<file path="src/rtl/xrc_pkg.sv">
package xrc_pkg;
  // Single-cycle actions handed from control to datapath
  typedef struct packed {
    logic wrCapture;  // qualified write strobe rise
    logic commit;     // commit strobe fall
    logic clear;      // route clear level
    logic readEn;     // readback window open
  } xrcStrobes_t;
endpackage

</file>
<file path="src/rtl/xrc_ctrl.sv">
module xrc_ctrl
  import xrc_pkg::*;
#(
  parameter int SYNC_DEPTH = 2
) (
  input  logic        clk,
  input  logic        rstN,
  input  logic        selN,
  input  logic        dirRead,
  input  logic        wrN,
  input  logic        commitN,
  input  logic        clrN,
  output xrcStrobes_t strobes
);
  localparam int N_CTL = 5;
  localparam int B_SEL = 0;
  localparam int B_DIR = 1;
  localparam int B_WR  = 2;
  localparam int B_CMT = 3;
  localparam int B_CLR = 4;
  localparam logic [N_CTL-1:0] IDLE_VAL = 5'b11101;

  logic [N_CTL-1:0] raw;
  logic [N_CTL-1:0] pipe [SYNC_DEPTH+1];
  logic [N_CTL-1:0] cur;
  logic [N_CTL-1:0] prev;

  assign raw = {clrN, commitN, wrN, dirRead, selN};

  always_ff @(posedge clk or negedge rstN) begin
    if (!rstN) begin
      for (int i = 0; i <= SYNC_DEPTH; i++) pipe[i] <= IDLE_VAL;
    end else begin
      pipe[0] <= raw;
      for (int i = 1; i <= SYNC_DEPTH; i++) pipe[i] <= pipe[i-1];
    end
  end

  assign cur  = pipe[SYNC_DEPTH-1];
  assign prev = pipe[SYNC_DEPTH];

  always_comb begin
    strobes.wrCapture = cur[B_WR] & ~prev[B_WR] & ~cur[B_SEL] & ~cur[B_DIR]
                        & cur[B_CLR] & cur[B_CMT];
    strobes.commit    = ~cur[B_CMT] & prev[B_CMT];
    strobes.clear     = ~cur[B_CLR];
    strobes.readEn    = ~cur[B_SEL] & cur[B_DIR] & cur[B_WR];
  end
endmodule

</file>
<file path="src/rtl/xrc_datapath.sv">
module xrc_datapath
  import xrc_pkg::*;
#(
  parameter int NUM_IN  = 8,
  parameter int NUM_OUT = 4,
  localparam int IN_W   = $clog2(NUM_IN),
  localparam int CODE_W = IN_W + 1,
  localparam int OUT_W  = $clog2(NUM_OUT)
) (
  input  logic                      clk,
  input  logic                      rstN,
  input  xrcStrobes_t               strobes,
  input  logic [CODE_W-1:0]         codeIn,
  input  logic [OUT_W-1:0]          slotSel,
  output logic [CODE_W-1:0]         codeOut,
  output logic                      codeOe,
  output logic [NUM_OUT*NUM_IN-1:0] switchEn,
  output logic [NUM_OUT-1:0]        disableN
);
  localparam int ON_BIT = CODE_W - 1;

  logic [CODE_W-1:0] staged [NUM_OUT];
  logic [CODE_W-1:0] live   [NUM_OUT];

  always_ff @(posedge clk or negedge rstN) begin
    if (!rstN) begin
      for (int o = 0; o < NUM_OUT; o++) begin
        staged[o] <= '0;
        live[o]   <= '0;
      end
    end else begin
      if (strobes.wrCapture) staged[slotSel] <= codeIn;
      if (strobes.clear) begin
        for (int o = 0; o < NUM_OUT; o++) live[o] <= '0;
      end else if (strobes.commit) begin
        for (int o = 0; o < NUM_OUT; o++) live[o] <= staged[o];
      end
    end
  end

  for (genvar o = 0; o < NUM_OUT; o++) begin : g_row
    for (genvar i = 0; i < NUM_IN; i++) begin : g_col
      assign switchEn[o*NUM_IN+i] = live[o][ON_BIT] && (live[o][IN_W-1:0] == IN_W'(i));
    end
    assign disableN[o] = live[o][ON_BIT] & ~strobes.clear;
  end

  assign codeOut = live[slotSel];
  assign codeOe  = strobes.readEn;
endmodule

</file>
<file path="src/rtl/xpoint_route_ctl.sv">
module xpoint_route_ctl
  import xrc_pkg::*;
#(
  parameter int NUM_IN     = 8,
  parameter int NUM_OUT    = 4,
  parameter int SYNC_DEPTH = 2,
  localparam int CODE_W    = $clog2(NUM_IN) + 1,
  localparam int OUT_W     = $clog2(NUM_OUT)
) (
  input  logic                      clk,
  input  logic                      rstN,
  input  logic                      selN,
  input  logic                      dirRead,
  input  logic                      wrN,
  input  logic                      commitN,
  input  logic                      clrN,
  input  logic [CODE_W-1:0]         inSelIn,
  input  logic [OUT_W-1:0]          outSel,
  output logic [CODE_W-1:0]         inSelOut,
  output logic                      inSelOe,
  output logic [NUM_OUT*NUM_IN-1:0] switchEn,
  output logic [NUM_OUT-1:0]        disableN
);
  xrcStrobes_t strobes;

  xrc_ctrl #(.SYNC_DEPTH(SYNC_DEPTH)) u_ctrl (
    .clk(clk), .rstN(rstN), .selN(selN), .dirRead(dirRead), .wrN(wrN),
    .commitN(commitN), .clrN(clrN), .strobes(strobes)
  );

  xrc_datapath #(.NUM_IN(NUM_IN), .NUM_OUT(NUM_OUT)) u_dp (
    .clk(clk), .rstN(rstN), .strobes(strobes), .codeIn(inSelIn),
    .slotSel(outSel), .codeOut(inSelOut), .codeOe(inSelOe),
    .switchEn(switchEn), .disableN(disableN)
  );
endmodule

</file>
<file path="config.mk">
export PLATFORM = sky130hd
export DESIGN_NAME = xpoint_route_ctl
export DESIGN_NICKNAME = d
export VERILOG_FILES = /design/src/rtl/xrc_pkg.sv /design/src/rtl/xrc_ctrl.sv /design/src/rtl/xrc_datapath.sv /design/src/rtl/xpoint_route_ctl.sv
export SDC_FILE = /design/constraint.sdc
export NUM_CORES = 1
export LEC_CHECK = 0
export BUFFER_PORTS_ARGS = -buffer_cell sky130_fd_sc_hd__buf_4
export CAP_MARGIN = 40
export CORE_AREA = 2 2 64 66
export CTS_CLUSTER_DIAMETER = 50
export DETAILED_ROUTE_END_ITERATION = 6
export DIE_AREA = 0 0 66 68
export HOLD_SLACK_MARGIN = 0.06
export PLACE_DENSITY_LB_ADDON = 0.05
export SLEW_MARGIN = 5
export SYNTH_ARGS = -nofsm -noshare
export SYNTH_HDL_FRONTEND = slang
export SYNTH_SLANG_ARGS = --single-unit
</file>
<file path="constraint.sdc">
create_clock -name clk -period 3 [get_ports clk]
set_clock_uncertainty 0.15 [all_clocks]
set_input_delay 0.45 -clock clk [delete_from_list [all_inputs] [get_ports clk]]
set_output_delay 0.45 -clock clk [all_outputs]
set_load 0.02 [all_outputs]
</file>
==> flow_summary_export.csv <==
group,metric,value,unit
outcome,outcome,"complete, no violations",
yosys,synth_warn,0,
routing,drc,0,
global_route,grt_overflow,0,
floorplan,die-area,4490,sq um
yosys,synth_async_sr_flop_share,100,%
floorplan,floorplan.rows,23,
clocking,numClockSinks,44,
timing,final_tns_setup,0,ns
yosys,synth_enable_flop_cells,0,
global_route,grt_first_pass_wirelength,6.65,mm
timing,pin_slew_with_the_least_headroom_to_its_limit,0.912,ns
yosys,synth.cell_area,2000,sq um
placed_design,port_bufs,53,
cells_and_area,area.growth.synth_to_final,26.9,%
timing,setup_viol,0,
clocking,worst_case_clock_buffer_depth,2,
yosys,yosys_register_bits,44,
yosys,syn_area_per_cell,10.7,sq um
clocking,cts.clk_slew.worst_paths,0.08,ns
clocking,cts.root.buffer_cell,"clkbuf_8",
routing,via_count,1466,
routing,tritonroute_pass_1_iters,4,
placed_design,postPlaceCellArea,2420,sq um
clocking,worstSkewPairLatency,0.29,ns
yosys,synthesis.instances,186,
routing,route.detailed.wl_per_inst,13.6,microns
timing,slew_viol_final,0,
cells_and_area,insertedDiodeCount,0,
setup_path,critical-path-max-stage-delay,0.47,ns
setup_path,timing.critical_path.from_type,"flop",
setup_path,worstSetupEndpointType,"output pin",
routing,postRouteWirelength,3.95,mm
clocking,htree_levels,2,
timing,timing.slew.headroom,39.1,%
timing,minimum_clock_period,2.00,ns
clocking,tritoncts.num_buffers,5,
yosys,synth_seq_area_share,55.8,%
cells_and_area,layout_cell_share_with_drive_strength_beyond_1,38.3,%
routing,drt_iter0_drc,89,
setup_path,crit_path_top_delay_cell,"dfrtp_1",
floorplan,initial_core_util,51.8,%
yosys,yosys.cell_types.count,22,
setup_path,worst-path-max-fanout,7,
setup_path,worstSetupPathType,"flop to output pin",
global_route,grt_start_max_net_pins,45,
placed_design,gp_congestion,0.802,
cells_and_area,finish.net_count,252,
timing,grt_setup_unrepaired,"false",
global_route,number_of_global_route_vias_before_repair,1411,
power_and_ir_drop,leakage_dissipation,1.15,nW
placed_design,post-dp-hpwl,2.97,mm
clocking,post_cts.repair.setup_buffers,0,
floorplan,fp.dieH,68,microns
floorplan,top_level_ports,54,
min_path,worst_hold_path_type,"primary input to flop",
job,max_cap_violations,0,
cells_and_area,layout.cell_area.non_filler,2530,sq um
placed_design,place_ws,1.11,ns
global_route,grtUsageTotal,20.0,%
routing,post_drt_via_cell_ratio,5.06,
timing,timing.final.ws_setup,1.00,ns
timing,total_count_of_hold_check_failures_in_the_final_report,0,
global_route,grt_antenna_before_repair,0,
yosys,synth_top_flop_cell,"dfrtp_1",
cells_and_area,leading_cell_type_in_the_layout_fill_and_taps_excluded,"buf_4",
power_and_ir_drop,ir_drop,0.406,mV
yosys,synthesis.nets,199,
power_and_ir_drop,powerDensity,459,nW/um^2
floorplan,core_area,3860,sq um
timing,achievable-frequency,501,MHz
clocking,tritoncts,"yes",
setup_path,critical_path_required,2.40,ns
floorplan,die_w,66,microns
cells_and_area,layout.cells.most_common_list,"53 x buf_4, 40 x nand2_1, 34 x dfrtp_1, 25 x nor2_1, 16 x mux2_2",
setup_path,arrival,1.40,ns
timing,layout_worst_path_cycle_share,66.6,%
routing,ant_nets,0,
setup_path,worstPathCellList,"mux4_2 > buf_4",
state kept, by name, summed over array words and instances (netlist names):
signal	count
u_ctrl.pipe	5
u_dp.live	16
u_ctrl.cur	5
u_ctrl.prev	2
u_dp.staged	16
layer usage:
metal | routed length (microns) | vias to the layer above | global-route usage [%]
li1 | - | 729 | -
met1 | 1820 | 690 | 26.2
met2 | 1860 | 45 | 33.2
met3 | 252 | 2 | 5.26
met4 | 19 | 0 | 6.12
met5 | 0 | - | 0
kinds of logic (layout without fill, tap and decap cells):
| family | Yosys count | count (layout) | share of synthesized area (%) |
|---|---|---|---|
| flip-flops | 44 | 44 | 55.8 |
| buffers and inverters | 8 | 62 | 2.01 |
| multiplexers | 20 | 20 | 13.5 |
| AO/OA/AOI/OAI | 16 | 16 | 6.02 |
| AND/OR/NAND/NOR | 98 | 98 | 22.7 |
report_power, final:
group | total (W) | switching [W] | internal [W] | leakage, nW
clock network | 0.000427 | 0.000180 | 0.000247 | 0.0552
registers | 0.000652 | 0.0000234 | 0.000629 | 0.569
logic | 0.0000855 | 0.0000431 | 0.0000424 | 0.524
cell usage after synthesis, types with 2 or more instances:
library cell	number	area share (%)
and2_1	4	1.3
nand2_1	40	7.5
dfrtp_1	34	43
nand2b_1	13	4.1
buf_2	3	0.75
dfstp_2	10	13
mux4_2	4	4.5
nand4b_1	2	0.88
clkbuf_2	2	0.50
clkbuf_1	2	0.38
a21boi_0	15	5.6
mux2_2	16	9.0
nor3_1	8	2.0
nor2_1	25	4.7
stage by stage:
step / instances / total power, W / utilization, % / hold slack, ns
finish: 290 / 0.00116 / 65.7 / 0.113
global route: 290 / 0.00122 / 65.7 / 0.0862
CTS: 290 / 0.00118 / 65.7 / 0.0998
detailed placement: 281 / 0.000748 / 62.7 / 0.186
global placement: 281 / 0.000744 / 62.7 / 0.182
floorplan: 186 / 0.000706 / - / 0.00441
layout make-up:
type | count | area, sq um
clock buffers | 6 | 72.6
clock inverters | 2 | 35.0
fillers | 318 | 1320
multi-input cells | 134 | 843
flip-flops and latches | 44 | 1110
well taps | 50 | 62.6
repair buffers | 54 | 408
worst paths after layout:
kind	startpoint	endpoint	slack, ns	cells past startpoint
worst min-delay path	commitN	u_ctrl.pipe[13]	0.11	1
min in group asynchronous	rstN	u_dp.staged[1]	0.54	2
worst max-delay path	u_dp.live[14]	inSelOut[2]	1.00	2
worst min register to register	u_ctrl.pipe[14]	u_ctrl.cur[4]	0.20	0
max in group asynchronous	rstN	u_ctrl.pipe[10]	1.78	2
worst max register to register	u_ctrl.cur[4]	u_dp.staged[0]	1.10	3
repair_timing:
item | 4_1_cts | 5_1_grt
hold endpoints to repair | 34 | 0
resized for setup | 0 | 0
hold buffers | 1 | 0
worst max-delay path, delay by kind of cell, from the launching register on:
family   cells  cell delay (ns)
flops        1             0.47
buf+inv      1             0.17
mux          1             0.47
(Power assumes the default switching activity.)
